==> config.mk <==
export PLATFORM = sky130hd
export DESIGN_NAME = word_mover
export DESIGN_NICKNAME = d
export VERILOG_FILES = /design/src/rtl/wm_pkg.sv /design/src/rtl/wm_datapath.sv /design/src/rtl/wm_control.sv /design/src/rtl/word_mover.sv
export SDC_FILE = /design/constraint.sdc
export NUM_CORES = 1
export LEC_CHECK = 0
export BUFFER_PORTS_ARGS = -buffer_cell sky130_fd_sc_hd__buf_2
export CAP_MARGIN = 20
export CORE_ASPECT_RATIO = 2
export CORE_MARGIN = 2
export CORE_UTILIZATION = 50
export DETAILED_ROUTE_END_ITERATION = 8
export GPL_TIMING_DRIVEN = 0
export HOLD_SLACK_MARGIN = 0.08
export PLACE_DENSITY = 0.79
export SETUP_SLACK_MARGIN = 0.15
export SYNTH_ARGS = -nofsm -noshare
export SYNTH_HDL_FRONTEND = slang
export SYNTH_HIERARCHICAL = 1
export SYNTH_SLANG_ARGS = --single-unit
==> constraint.sdc <==
create_clock -name clk -period 3.8 [get_ports clk]
set_input_delay 0 -clock clk [delete_from_list [all_inputs] [get_ports clk]]
set_output_delay 0 -clock clk [all_outputs]
set_load 0.02 [all_outputs]
==> src/rtl/wm_pkg.sv <==
package wm_pkg;
  typedef enum logic [1:0] {
    KIND_LOAD  = 2'd0,
    KIND_STORE = 2'd1,
    KIND_IMM   = 2'd2
  } kind_e;

  // Strobes from control to datapath. Lane index 1 = high byte, 0 = low byte.
  typedef struct packed {
    logic       latchReq;
    logic       addrNext;
    logic       byteSel;
    logic       memRe;
    logic       memWe;
    logic [1:0] capMem;
    logic [1:0] capImm;
  } strobe_t;
endpackage

==> src/rtl/wm_datapath.sv <==
module wm_datapath #(
  parameter int ADDR_W    = 16,
  parameter int WORD_W    = 16,
  parameter int ROM_BYTES = 2048
) (
  input  logic                  clk,
  input  logic                  rstN,
  input  wm_pkg::strobe_t       stb,
  input  logic                  doneIn,
  input  logic                  reqUsePtr,
  input  logic [ADDR_W-1:0]     reqDirect,
  input  logic [ADDR_W-1:0]     reqPtr,
  input  logic [WORD_W-1:0]     reqWData,
  input  logic [WORD_W/2-1:0]   immByte,
  input  logic [WORD_W/2-1:0]   memRData,
  output logic [ADDR_W-1:0]     memAddr,
  output logic                  memRe,
  output logic                  memWe,
  output logic [WORD_W/2-1:0]   memWData,
  output logic [WORD_W-1:0]     rdWord,
  output logic                  romErr
);
  localparam int BYTE_W = WORD_W / 2;
  localparam logic [ADDR_W-1:0] ROM_LIMIT = ADDR_W'(ROM_BYTES);

  logic [ADDR_W-1:0]            baseAddr;
  logic [WORD_W-1:0]            wdataReg;
  logic                         blockedSeen;
  logic                         inRom;
  logic [1:0][BYTE_W-1:0]       laneReg;

  // Second byte address wraps naturally at the address width.
  assign memAddr  = stb.addrNext ? baseAddr + ADDR_W'(1) : baseAddr;
  assign inRom    = memAddr < ROM_LIMIT;
  assign memRe    = stb.memRe;
  assign memWe    = stb.memWe && !inRom;
  assign memWData = stb.byteSel ? wdataReg[BYTE_W-1:0] : wdataReg[WORD_W-1:BYTE_W];
  assign romErr   = doneIn && blockedSeen;
  assign rdWord   = laneReg;

  always_ff @(posedge clk or negedge rstN) begin
    if (!rstN) begin
      baseAddr    <= '0;
      wdataReg    <= '0;
      blockedSeen <= 1'b0;
    end else if (stb.latchReq) begin
      baseAddr    <= reqUsePtr ? reqPtr : reqDirect;
      wdataReg    <= reqWData;
      blockedSeen <= 1'b0;
    end else if (stb.memWe && inRom) begin
      blockedSeen <= 1'b1;
    end
  end

  for (genvar g = 0; g < 2; g++) begin : g_lane
    always_ff @(posedge clk or negedge rstN) begin
      if (!rstN)              laneReg[g] <= '0;
      else if (stb.capMem[g]) laneReg[g] <= memRData;
      else if (stb.capImm[g]) laneReg[g] <= immByte;
    end
  end
endmodule

==> src/rtl/wm_control.sv <==
module wm_control (
  input  logic            clk,
  input  logic            rstN,
  input  logic            reqValid,
  input  logic [1:0]      reqKind,
  input  logic            immValid,
  output wm_pkg::strobe_t stb,
  output logic            busy,
  output logic            done
);
  import wm_pkg::*;

  typedef enum logic [1:0] {ST_IDLE, ST_BYTE0, ST_BYTE1, ST_TAIL} state_e;

  state_e state, stateNext;
  kind_e  kindReg;
  logic   accept;

  assign accept = (state == ST_IDLE) && reqValid && (reqKind != 2'd3);
  assign busy   = (state != ST_IDLE);

  always_comb begin
    stb       = '0;
    stateNext = state;
    case (state)
      ST_IDLE: begin
        if (accept) begin
          stb.latchReq = 1'b1;
          stateNext    = ST_BYTE0;
        end
      end
      ST_BYTE0: begin
        case (kindReg)
          KIND_LOAD:  begin stb.memRe = 1'b1; stateNext = ST_BYTE1; end
          KIND_STORE: begin stb.memWe = 1'b1; stateNext = ST_BYTE1; end
          default: begin
            if (immValid) begin
              stb.capImm[1] = 1'b1;
              stateNext     = ST_BYTE1;
            end
          end
        endcase
      end
      ST_BYTE1: begin
        case (kindReg)
          KIND_LOAD: begin
            stb.memRe     = 1'b1;
            stb.addrNext  = 1'b1;
            stb.capMem[1] = 1'b1;
            stateNext     = ST_TAIL;
          end
          KIND_STORE: begin
            stb.memWe    = 1'b1;
            stb.addrNext = 1'b1;
            stb.byteSel  = 1'b1;
            stateNext    = ST_TAIL;
          end
          default: begin
            if (immValid) begin
              stb.capImm[0] = 1'b1;
              stateNext     = ST_TAIL;
            end
          end
        endcase
      end
      default: begin
        stb.capMem[0] = (kindReg == KIND_LOAD);
        stateNext     = ST_IDLE;
      end
    endcase
  end

  always_ff @(posedge clk or negedge rstN) begin
    if (!rstN) begin
      state   <= ST_IDLE;
      kindReg <= KIND_LOAD;
      done    <= 1'b0;
    end else begin
      state <= stateNext;
      done  <= (state == ST_TAIL);
      if (accept) kindReg <= kind_e'(reqKind);
    end
  end
endmodule

==> src/rtl/word_mover.sv <==
module word_mover #(
  parameter int ADDR_W    = 16,
  parameter int WORD_W    = 16,
  parameter int ROM_BYTES = 2048
) (
  input  logic                clk,
  input  logic                rstN,
  input  logic                reqValid,
  input  logic [1:0]          reqKind,
  input  logic                reqUsePtr,
  input  logic [ADDR_W-1:0]   reqDirect,
  input  logic [ADDR_W-1:0]   reqPtr,
  input  logic [WORD_W-1:0]   reqWData,
  input  logic                immValid,
  input  logic [WORD_W/2-1:0] immByte,
  output logic                busy,
  output logic                done,
  output logic [WORD_W-1:0]   rdWord,
  output logic                romErr,
  output logic [ADDR_W-1:0]   memAddr,
  output logic                memRe,
  output logic                memWe,
  output logic [WORD_W/2-1:0] memWData,
  input  logic [WORD_W/2-1:0] memRData
);
  wm_pkg::strobe_t stb;

  wm_control ctrl_i (
    .clk(clk), .rstN(rstN), .reqValid(reqValid), .reqKind(reqKind),
    .immValid(immValid), .stb(stb), .busy(busy), .done(done)
  );

  wm_datapath #(.ADDR_W(ADDR_W), .WORD_W(WORD_W), .ROM_BYTES(ROM_BYTES)) dp_i (
    .clk(clk), .rstN(rstN), .stb(stb), .doneIn(done),
    .reqUsePtr(reqUsePtr), .reqDirect(reqDirect), .reqPtr(reqPtr),
    .reqWData(reqWData), .immByte(immByte), .memRData(memRData),
    .memAddr(memAddr), .memRe(memRe), .memWe(memWe), .memWData(memWData),
    .rdWord(rdWord), .romErr(romErr)
  );
endmodule

# == Word level (Yosys, flattened, before mapping) ==
# Cells that the tools add are included.
# word_totals
reg_bits,54
# op_classes
n_reduce_logical,16
n_addsub,1
magnitude_cmp,1
mux,28
eq_ne,8
# ops
operator,count
8-bit two-way mux,5
16-bit two-way mux,2
16-bit by 1-bit adder with 16-bit output (second input constant),1
16-bit by 12-bit less-than comparator with 1-bit output (second input constant),1
2-bit two-way mux,7
1-bit two-way mux,13
2-bit nonzero test,4
3-bit inequality test (second input constant),2
2-bit case mux with 3 select lines,1
1-bit logical AND,5
2-bit by 1-bit equality test with 1-bit output (second input constant),2
2-bit equality test (second input constant),2
2-bit zero test,2
2-bit OR reduction,2
3-bit AND reduction,1
3-bit OR reduction,1
2-bit by 1-bit inequality test with 1-bit output (second input constant),1
2-bit inequality test (second input constant),1
1-bit zero test,1

# == Longest topological paths before layout ==
# Gate-level depths: netlist of run 1.
# logic_depth
word_depth,9
depth_mapped,10

# == By module ==
# Netlist of run 1, hierarchy kept.
# modules_own_cells
mod,instances,cells_each,area_per_inst_um2,seq_area_each_um2
wm_datapath,1,239,2542.4,1226.2
wm_control,1,35,344.1,125.1

# == Worst setup path before layout of run 1 ==
# OpenSTA, ideal clock, no wires.
# synth_path
path_type,flip-flop to output port
from,register ctrl_i.state[0]
to,output memWe
path_buffers,2
arrival_time_ns,2.297
path_slack_ns,1.503
path_stages_with_launch,11
cell_sequence,dfrtp_1 > inv_1 > ha_1 > and2b_1 > buf_4 > nand3_1 > or3_1 > buf_2 > nor4_2 > nor3_2 > a21boi_1
# synth_lines
item,line,source
start: declaration,wm_control.sv:15,"state_e state, stateNext;"
start signal: assignment,wm_control.sv:79,state <= stateNext;
end: declaration,word_mover.sv:22,"output logic memWe,"

==> results of run 1 <==
==> cell families (layout without fill, tap and decap cells) <==
group / count (synthesis) / after routing / synth area share, %
flip-flops: 54 / 54 / 46.81
XOR/XNOR: 15 / 15 / 4.552
buffers and inverters: 22 / 220 / 3.207
adder cells (fa/ha/maj): 6 / 6 / 2.601
multiplexers: 58 / 58 / 21.24
AO/OA/AOI/OAI: 43 / 43 / 8.540
AND/OR/NAND/NOR: 76 / 76 / 13.05
==> flip-flops by register name, indices dropped and copies added (netlist names) <==
name	flops
dp_i/baseAddr	16
dp_i/rdWord	16
dp_i/wdataReg	16
ctrl_i/kindReg	2
ctrl_i/state	2
ctrl_i/done	1
dp_i/blockedSeen	1
==> worst register-to-register path: stages (launching register included) <==
cell and delay, ns:
dfrtp_1 0.43, inv_1 0.12, ha_1 0.21, and2b_1 0.18, nor2b_1 0.51, clkbuf_1 0.43, o21ai_0 0.16, dlygate4sd3_1 0.57
==> per-layer routing <==
metal  vias up  GRT usage [%]  wire [um]  share of wire [%]
met5         -              0          0                  0
met4         0          12.56        301                3.4
met3        27          4.646        397                4.4
met2       110          57.20       5167                 58
met1      1411          28.91       3117                 35
li1       1350              -          -                  -
==> final timing paths <==
path                                       start                to  slack (ns)  depth (start not counted)
worst max-delay path             ctrl_i/state[0]             memWe        0.88                         11
worst min-delay path                    immValid   ctrl_i/state[0]        0.16                          3
worst max register to register   ctrl_i/state[0]   dp_i/rdWord[13]        1.07                          7
worst min register to register  dp_i/wdataReg[1]  dp_i/wdataReg[1]        0.51                          1
max in group asynchronous                   rstN  dp_i/baseAddr[1]        2.99                          3
min in group asynchronous                   rstN    dp_i/rdWord[7]        0.24                          2
==> cell type report <==
type | count | share of cell area [%]
Multi-Input combinational cell | 198 | 32.40
Sequential cell | 54 | 30.35
Timing Repair Buffer | 191 | 30.35
Clock buffer | 5 | 2.810
Tap cell | 61 | 1.714
Buffer | 15 | 1.489
Inverter | 7 | 0.5901
Clock inverter | 2 | 0.3091
==> cells in the final DEF, fill, tap and decap left out, types with 5 or more instances in the layout <==
master	synthesis	layout
nand4_1	5	5
clkbuf_1	9	9
mux2_2	25	25
nand2_1	22	22
nor2_1	22	22
ha_1	6	6
clkbuf_16	0	5
dfrtp_1	54	54
buf_2	2	116
mux2i_1	32	32
o21ai_0	16	16
inv_1	6	6
xnor2_1	6	6
a21oi_1	20	20
xor2_1	9	9
dlygate4sd3_1	0	76
==> report_power, final <==
| part | switching [mW] | internal (mW) | leakage, nW |
|---|---|---|---|
| clock network | 0.201 | 0.242 | 0.0701 |
| logic | 0.933 | 0.759 | 1.37 |
| registers | 0.258 | 0.861 | 0.637 |
| total | 1.39 | 1.86 | 2.07 |
==> report_table.html, run 1 <==
<table>
<tr><th>Metric</th><th>Value</th></tr>
<tr><th colspan="2">Clocking</th></tr>
<tr><td>Root buffer selected by CTS</td><td>clkbuf_16</td></tr>
<tr><td>Post-CTS Setup Inserts</td><td>0</td></tr>
<tr><td>Clock Path Buffers</td><td>2</td></tr>
<tr><td>Count of cells resized by post-cts repair</td><td>0</td></tr>
<tr><td>Hold buffers post-CTS</td><td>76</td></tr>
<tr><td>Clock sinks</td><td>54</td></tr>
<tr><td>CTS tree</td><td>done</td></tr>
<tr><td>Insertion delay to the later sink of the worst-skew pair</td><td>0.29 ns</td></tr>
<tr><td>Clock-pin slew on the worst setup and hold paths</td><td>0.07 ns</td></tr>
<tr><td>Htree depth</td><td>2</td></tr>
<tr><td>Number of buffers created by CTS</td><td>5</td></tr>
<tr><th colspan="2">Logic synthesis</th></tr>
<tr><td>Number of nets in the synthesized netlist</td><td>351</td></tr>
<tr><td>Yosys top cell by area</td><td>dfrtp_1</td></tr>
<tr><td>Synth Instances</td><td>274</td></tr>
<tr><td>Sequential share of the synthesized area</td><td>46.81%</td></tr>
<tr><td>Number of warnings printed during yosys synthesis</td><td>6</td></tr>
<tr><td>Share of the synthesized area in the top cell type</td><td>46.81%</td></tr>
<tr><td>Main area contributors after synthesis</td><td>dfrtp_1, mux2i_1, mux2_2</td></tr>
<tr><td>Share of flip-flops with an asynchronous set or reset after synthesis</td><td>100.0%</td></tr>
<tr><td>Main synth FF type</td><td>dfrtp_1</td></tr>
<tr><td>Post-Synthesis Cell Area</td><td>2887 um2</td></tr>
<tr><td>Commonest cells in the netlist</td><td>dfrtp_1, mux2i_1, mux2_2</td></tr>
<tr><td>Number of synthesized flops with an enable pin</td><td>0</td></tr>
<tr><td>Cell with the most instances after synthesis</td><td>dfrtp_1</td></tr>
<tr><td>Post-Syn Area per Cell</td><td>10.53 um2</td></tr>
<tr><td>Number of storage elements in the synthesis netlist</td><td>54</td></tr>
<tr><td>Number of different library cells in the post-synthesis netlist</td><td>39</td></tr>
<tr><th colspan="2">Finish</th></tr>
<tr><td>Post-route non-filler standard cell count</td><td>533</td></tr>
<tr><td>Area of all placed cells without fillers</td><td>4453 um2</td></tr>
<tr><td>Count of filler cells inserted in the layout</td><td>348</td></tr>
<tr><td>Core utilization of the finished layout</td><td>78.67%</td></tr>
<tr><td>Net count reported at finish</td><td>549</td></tr>
<tr><td>Area growth from synthesis to layout</td><td>54.27%</td></tr>
<tr><td># diodes</td><td>0</td></tr>
<tr><td>Combined area of the multi-input logic cells</td><td>1443 um2</td></tr>
<tr><td>Layout cells sized above 1</td><td>33.47%</td></tr>
<tr><td>Sequential cell area</td><td>1351 um2</td></tr>
<tr><th colspan="2">Critical path</th></tr>
<tr><td>Cell seen most often among critical-path stages</td><td>buf_2</td></tr>
<tr><td>Crit Path Category</td><td>flip-flop to output pin</td></tr>
<tr><td>Stage delay of the slowest cell on the critical path</td><td>0.43 ns</td></tr>
<tr><td>Critical Path Slowest Stage Cell</td><td>dfrtp_1</td></tr>
<tr><td>Critical path endpoint category</td><td>output pin</td></tr>
<tr><td>Buffer and inverter count on the worst path</td><td>4</td></tr>
<tr><td>Arrival time of the worst setup path</td><td>2.92 ns</td></tr>
<tr><td>Dominant delay contributor by cell family on the critical path</td><td>simple AND/OR/NAND/NOR gates</td></tr>
<tr><td>Critical Path Source Type</td><td>flip-flop</td></tr>
<tr><td>Cells along the critical path</td><td>inv_1 &gt; ha_1 &gt; and2b_1 &gt; buf_4 &gt; nand3_1 &gt; or3_1 &gt; buf_2 &gt; o31a_1 &gt; nor3_2 &gt; a21boi_1 &gt; buf_2</td></tr>
<tr><td>Required time at the endpoint of the critical path</td><td>3.80 ns</td></tr>
<tr><td>Peak fanout along the critical path</td><td>8</td></tr>
<tr><th colspan="2">Timing</th></tr>
<tr><td>Max Transition Viols Final</td><td>0</td></tr>
<tr><td>Upper clock frequency limit</td><td>342.9 MHz</td></tr>
<tr><td>Worst setup margin</td><td>0.8839 ns</td></tr>
<tr><td>Final hold vios</td><td>0</td></tr>
<tr><td>Least-Margin Pin Slew</td><td>0.9185 ns</td></tr>
<tr><td>Final Critical Period</td><td>2.916 ns</td></tr>
<tr><td>Unrepaired setup endpoints after global routing</td><td>false</td></tr>
<tr><td>Setup clock skew after layout</td><td>0.005617 ns</td></tr>
<tr><td>Worst-case headroom to the max-slew limit</td><td>38.63%</td></tr>
<tr><td>Setup_tns</td><td>0 ns</td></tr>
<tr><td>Hold WS</td><td>0.1582 ns</td></tr>
<tr><td>Crit share post-route</td><td>76.74%</td></tr>
<tr><td>Setup violation total in the final timing report</td><td>0</td></tr>
<tr><th colspan="2">Floorplanning</th></tr>
<tr><td>Overall die width</td><td>57.73 um</td></tr>
<tr><td>Area enclosed by the die boundary</td><td>6433 um2</td></tr>
<tr><td>Number of primary I/O pins</td><td>116</td></tr>
<tr><td>Total core area</td><td>5660 um2</td></tr>
<tr><td>Die span in y</td><td>111.5 um</td></tr>
<tr><td>Floorplan row count</td><td>39</td></tr>
<tr><td>Initial core utilization</td><td>50.99%</td></tr>
<tr><th colspan="2">Power</th></tr>
<tr><td>Leakage Power</td><td>2.074 nW</td></tr>
<tr><td>Total power density per cell area</td><td>730.9 nW/um2</td></tr>
<tr><td>PnR Total Power</td><td>3.255 mW</td></tr>
<tr><td>Worst vdd rail ir drop</td><td>571.9 uV</td></tr>
<tr><th colspan="2">Placement</th></tr>
<tr><td>Gp weighted congestion</td><td>0.8387</td></tr>
<tr><td>Post-detailed-placement cell area</td><td>3553 um2</td></tr>
<tr><td>I/O Buffers</td><td>114</td></tr>
<tr><td>Post-placement setup slack</td><td>1.214 ns</td></tr>
<tr><td>Placed insts</td><td>450</td></tr>
<tr><td>HPWL after detailed placement</td><td>5564 um</td></tr>
<tr><th colspan="2">Route</th></tr>
<tr><td>Ratio of routed vias to standard cells</td><td>5.437</td></tr>
<tr><td>Detailed Route Iter0 Violations</td><td>101</td></tr>
<tr><td>Detailed-routing iteration count for the pre-antenna-repair pass</td><td>4</td></tr>
<tr><td>Post-detailed-route wirelength per cell</td><td>16.85 um</td></tr>
<tr><td>Detailed-route via count</td><td>2898</td></tr>
<tr><td>Residual DRC count</td><td>0</td></tr>
<tr><td>Antenna violation net count after detailed routing</td><td>0</td></tr>
<tr><td>Detailed-route wire length</td><td>8983 um</td></tr>
<tr><th colspan="2">Run status</th></tr>
<tr><td>Outcome</td><td>complete, no violations</td></tr>
<tr><th colspan="2">Global routing</th></tr>
<tr><td>Gr ovfl total</td><td>0</td></tr>
<tr><td>First-pass GRT wire length</td><td>14580 um</td></tr>
<tr><td>Initial antenna violation count</td><td>0</td></tr>
<tr><td>Number of global-route vias before repair</td><td>3153</td></tr>
<tr><td>Overall fraction of global-route tracks in use</td><td>29.49%</td></tr>
<tr><td>Largest net degree at the start of global routing</td><td>32</td></tr>
<tr><th colspan="2">Min path</th></tr>
<tr><td>Class of the worst hold path</td><td>input pin to flip-flop</td></tr>
<tr><th colspan="2">Run</th></tr>
<tr><td>Max-cap viol count</td><td>0</td></tr>
</table>
Power figures use the tool's default switching activity.
==> run 2: changes to the inputs <==
CORE_UTILIZATION = 49   (was 50)
PLACE_DENSITY = 0.78   (was 0.79)
clock period = 3 ns   (was 3.8 ns; I/O delays follow)
==> report_table.html, run 2 (synthesis gave the netlist of run 1 again) <==
<table>
<tr><th>Metric</th><th>Value</th></tr>
<tr><th colspan="2">Finish</th></tr>
<tr><td>Area growth from synthesis to layout</td><td>56.52% (was 54.27%)</td></tr>
<tr><td>Leading cell type in the layout, fill and taps excluded</td><td>buf_2 (unchanged)</td></tr>
<tr><td>Layout cells sized above 1</td><td>34.74% (was 33.47%)</td></tr>
<tr><td>Leading cell types in the layout, fill and taps excluded</td><td>buf_2, dlygate4sd3_1, dfrtp_1 (unchanged)</td></tr>
<tr><td>Net count reported at finish</td><td>551 (was 549)</td></tr>
<tr><td>Core utilization of the finished layout</td><td>79.14% (was 78.67%)</td></tr>
<tr><th colspan="2">Critical path</th></tr>
<tr><td>Slack of the worst reg-to-reg path</td><td>0.26 ns (was 1.07 ns)</td></tr>
<tr><td>Worst-case reg-to-reg path depth</td><td>8 (was 7)</td></tr>
<tr><td>Critical path endpoint category</td><td>flip-flop (was output pin)</td></tr>
<tr><td>Critical Path Source Type</td><td>flip-flop (unchanged)</td></tr>
<tr><td>Peak fanout along the critical path</td><td>10 (was 8)</td></tr>
<tr><td>FF-to-FF Start</td><td>ctrl_i/state[0] (unchanged)</td></tr>
<tr><td>Crit Path Category</td><td>flip-flop to flip-flop (was flip-flop to output pin)</td></tr>
<tr><td>Endpoint of the worst-slack reg-to-reg timing path</td><td>dp_i/rdWord[10] (was dp_i/rdWord[13])</td></tr>
<tr><td>Required time at the endpoint of the critical path</td><td>3.24 ns (was 3.80 ns)</td></tr>
<tr><td>Arrival time of the worst setup path</td><td>2.97 ns (was 2.92 ns)</td></tr>
<tr><td>Critical Path Source</td><td>ctrl_i/state[0] (unchanged)</td></tr>
<tr><th colspan="2">Placement</th></tr>
<tr><td>Gp weighted congestion</td><td>0.8245 (was 0.8387)</td></tr>
<tr><td>HPWL after detailed placement</td><td>5716 um (was 5564 um)</td></tr>
<tr><td>I/O Buffers</td><td>114 (unchanged)</td></tr>
<tr><th colspan="2">Route</th></tr>
<tr><td>Post-detailed-route wirelength per cell</td><td>16.52 um (was 16.85 um)</td></tr>
<tr><td>Residual DRC count</td><td>0 (unchanged)</td></tr>
<tr><td>Detailed-routing iteration count for the pre-antenna-repair pass</td><td>4 (unchanged)</td></tr>
<tr><td>Antenna violation net count after detailed routing</td><td>0 (unchanged)</td></tr>
<tr><td>Detailed-route via count</td><td>2856 (was 2898)</td></tr>
<tr><td>Ratio of routed vias to standard cells</td><td>5.318 (was 5.437)</td></tr>
<tr><td>Detailed-route wire length</td><td>8869 um (was 8983 um)</td></tr>
<tr><td>Detailed Route Iter0 Violations</td><td>110 (was 101)</td></tr>
<tr><th colspan="2">Timing</th></tr>
<tr><td>Final hold vios</td><td>0 (unchanged)</td></tr>
<tr><td>Unrepaired setup endpoints after global routing</td><td>false (unchanged)</td></tr>
<tr><td>Max Transition Viols Final</td><td>0 (unchanged)</td></tr>
<tr><td>Least-Margin Pin Slew</td><td>0.8174 ns (was 0.9185 ns)</td></tr>
<tr><td>Setup violation total in the final timing report</td><td>0 (unchanged)</td></tr>
<tr><td>Setup_tns</td><td>0 ns (unchanged)</td></tr>
<tr><td>Upper clock frequency limit</td><td>365.6 MHz</td></tr>
<tr><td>Setup clock skew after layout</td><td>0.009497 ns (was 0.005617 ns)</td></tr>
<tr><td>Worst-case headroom to the max-slew limit</td><td>45.39% (was 38.63%)</td></tr>
<tr><td>Crit share post-route</td><td>91.18%</td></tr>
<tr><td>Final Critical Period</td><td>2.735 ns</td></tr>
<tr><th colspan="2">Global routing</th></tr>
<tr><td>Initial antenna violation count</td><td>1 (was 0)</td></tr>
<tr><td>Number of global-route vias before repair</td><td>3119 (was 3153)</td></tr>
<tr><td>Largest net degree at the start of global routing</td><td>33 (was 32)</td></tr>
<tr><td>Overall fraction of global-route tracks in use</td><td>28.98% (was 29.49%)</td></tr>
<tr><td>First-pass GRT wire length</td><td>14460 um (was 14580 um)</td></tr>
<tr><td>Gr ovfl total</td><td>0 (unchanged)</td></tr>
<tr><th colspan="2">Floorplanning</th></tr>
<tr><td>Overall die width</td><td>58.27 um (was 57.73 um)</td></tr>
<tr><td>Number of primary I/O pins</td><td>116 (unchanged)</td></tr>
<tr><td>Die span in y</td><td>112.5 um (was 111.5 um)</td></tr>
<tr><td>Floorplan row count</td><td>39 (unchanged)</td></tr>
<tr><td>Total core area</td><td>5709 um2 (was 5660 um2)</td></tr>
<tr><td>Initial core utilization</td><td>50.56% (was 50.99%)</td></tr>
<tr><td>Area enclosed by the die boundary</td><td>6558 um2 (was 6433 um2)</td></tr>
<tr><th colspan="2">Run status</th></tr>
<tr><td>Outcome</td><td>complete, no violations (unchanged)</td></tr>
<tr><th colspan="2">Clocking</th></tr>
<tr><td>Number of buffers created by CTS</td><td>5 (unchanged)</td></tr>
<tr><td>CTS tree</td><td>done (unchanged)</td></tr>
<tr><td>Htree depth</td><td>2 (unchanged)</td></tr>
<tr><td>Root buffer selected by CTS</td><td>clkbuf_16 (unchanged)</td></tr>
<tr><td>Clock-pin slew on the worst setup and hold paths</td><td>0.07 ns (about the same)</td></tr>
<tr><td>Insertion delay to the later sink of the worst-skew pair</td><td>0.30 ns (was 0.29 ns)</td></tr>
<tr><td>Clock Path Buffers</td><td>2 (unchanged)</td></tr>
<tr><td>Clock sinks</td><td>54 (unchanged)</td></tr>
<tr><th colspan="2">Power</th></tr>
<tr><td>Leakage Power</td><td>2.096 nW (was 2.074 nW)</td></tr>
<tr><td>Total power density per cell area</td><td>931.5 nW/um2 (was 730.9 nW/um2)</td></tr>
<tr><td>PnR Total Power</td><td>4.208 mW (was 3.255 mW)</td></tr>
<tr><td>Worst vdd rail ir drop</td><td>829.4 uV (was 571.9 uV)</td></tr>
<tr><th colspan="2">Min path</th></tr>
<tr><td>Hold path depth</td><td>3 (unchanged)</td></tr>
<tr><td>Class of the worst hold path</td><td>input pin to flip-flop (unchanged)</td></tr>
<tr><td>Worst min-delay path startpoint</td><td>immValid (unchanged)</td></tr>
<tr><td>Worst Hold End</td><td>ctrl_i/state[0] (unchanged)</td></tr>
<tr><th colspan="2">Run</th></tr>
<tr><td>Max-cap viol count</td><td>0 (unchanged)</td></tr>
</table>
[run 2: cell types whose count changed in the layout (fill, tap and decap cells not counted), sizes merged]
cell	previous run	this run
buf	121	123
clkinv	1	2
diode	0	1
[run 2: repair_timing]
item,CTS,global route
hold buffers,76,0
gates resized for setup,1,5
endpoints found under the hold margin,72,0
pin swaps,0,1
setup buffers,0,2
endpoints found under the setup margin,1,3
[run 2: layout make-up]
class                   instances  area [um2]
diodes                          1       2.502
plain buffers                  15       66.31
clock buffers                   5       125.1
clock inverters                 3       28.78
fillers                       343        1191
inverters                       7       26.28
multi-input cells             198        1475
flip-flops and latches         54        1351
well taps                      61       76.32
repair buffers                193        1366
[run 2: per-stage QoR]
stage / cell area [um2] / setup slack [ns] / hold WS, ns / std cells
2_1_floorplan: 2887 / 0.7032 / -0.2956 / 274
3_3_place_gp: 3533 / 0.5095 / 0.2161 / 449
3_5_place_dp: 3553 / 0.4614 / 0.004720 / 450
4_1_cts: 4471 / 0.1563 / 0.1260 / 534
5_1_grt: 4518 / 0.1479 / 0.1799 / 537
6_report: 4518 / 0.2646 / 0.1316 / 537
[run 2: power breakdown]
group          leakage, nW  switching, mW  internal [mW]  total (mW)
combinational         1.38           1.22          0.991        2.21
sequential           0.637          0.313           1.09        1.40
clock               0.0759          0.278          0.318       0.597
total                 2.10           1.81           2.40        4.21
[run 2: worst max-delay path, cell delays in order (launching register included)]
cell	delay (ns)
dfrtp_1	0.42
inv_2	0.11
ha_4	0.16
and2b_1	0.16
nor2b_1	0.48
clkbuf_1	0.47
nand2_1	0.16
o21ai_0	0.14
dlygate4sd3_1	0.58
[run 2: how the worst max path moves through the flow]
stage	slack (ns)	cells after the start	to
2_1_floorplan	0.70	10	memWe
3_3_place_gp	0.51	11	memWe
3_5_place_dp	0.46	11	memWe
4_1_cts	0.16	11	memWe
5_1_grt	0.15	8	dp_i/rdWord[10]
6_report	0.26	8	dp_i/rdWord[10]
[run 2: metal layers]
layer	GRT usage [%]	up-vias	share of wire, %
met1	28.58	1364	34
met5	0	-	0
met4	17.67	0	4.9
met2	53.41	99	58
li1	-	1360	-
met3	4.378	33	3.6
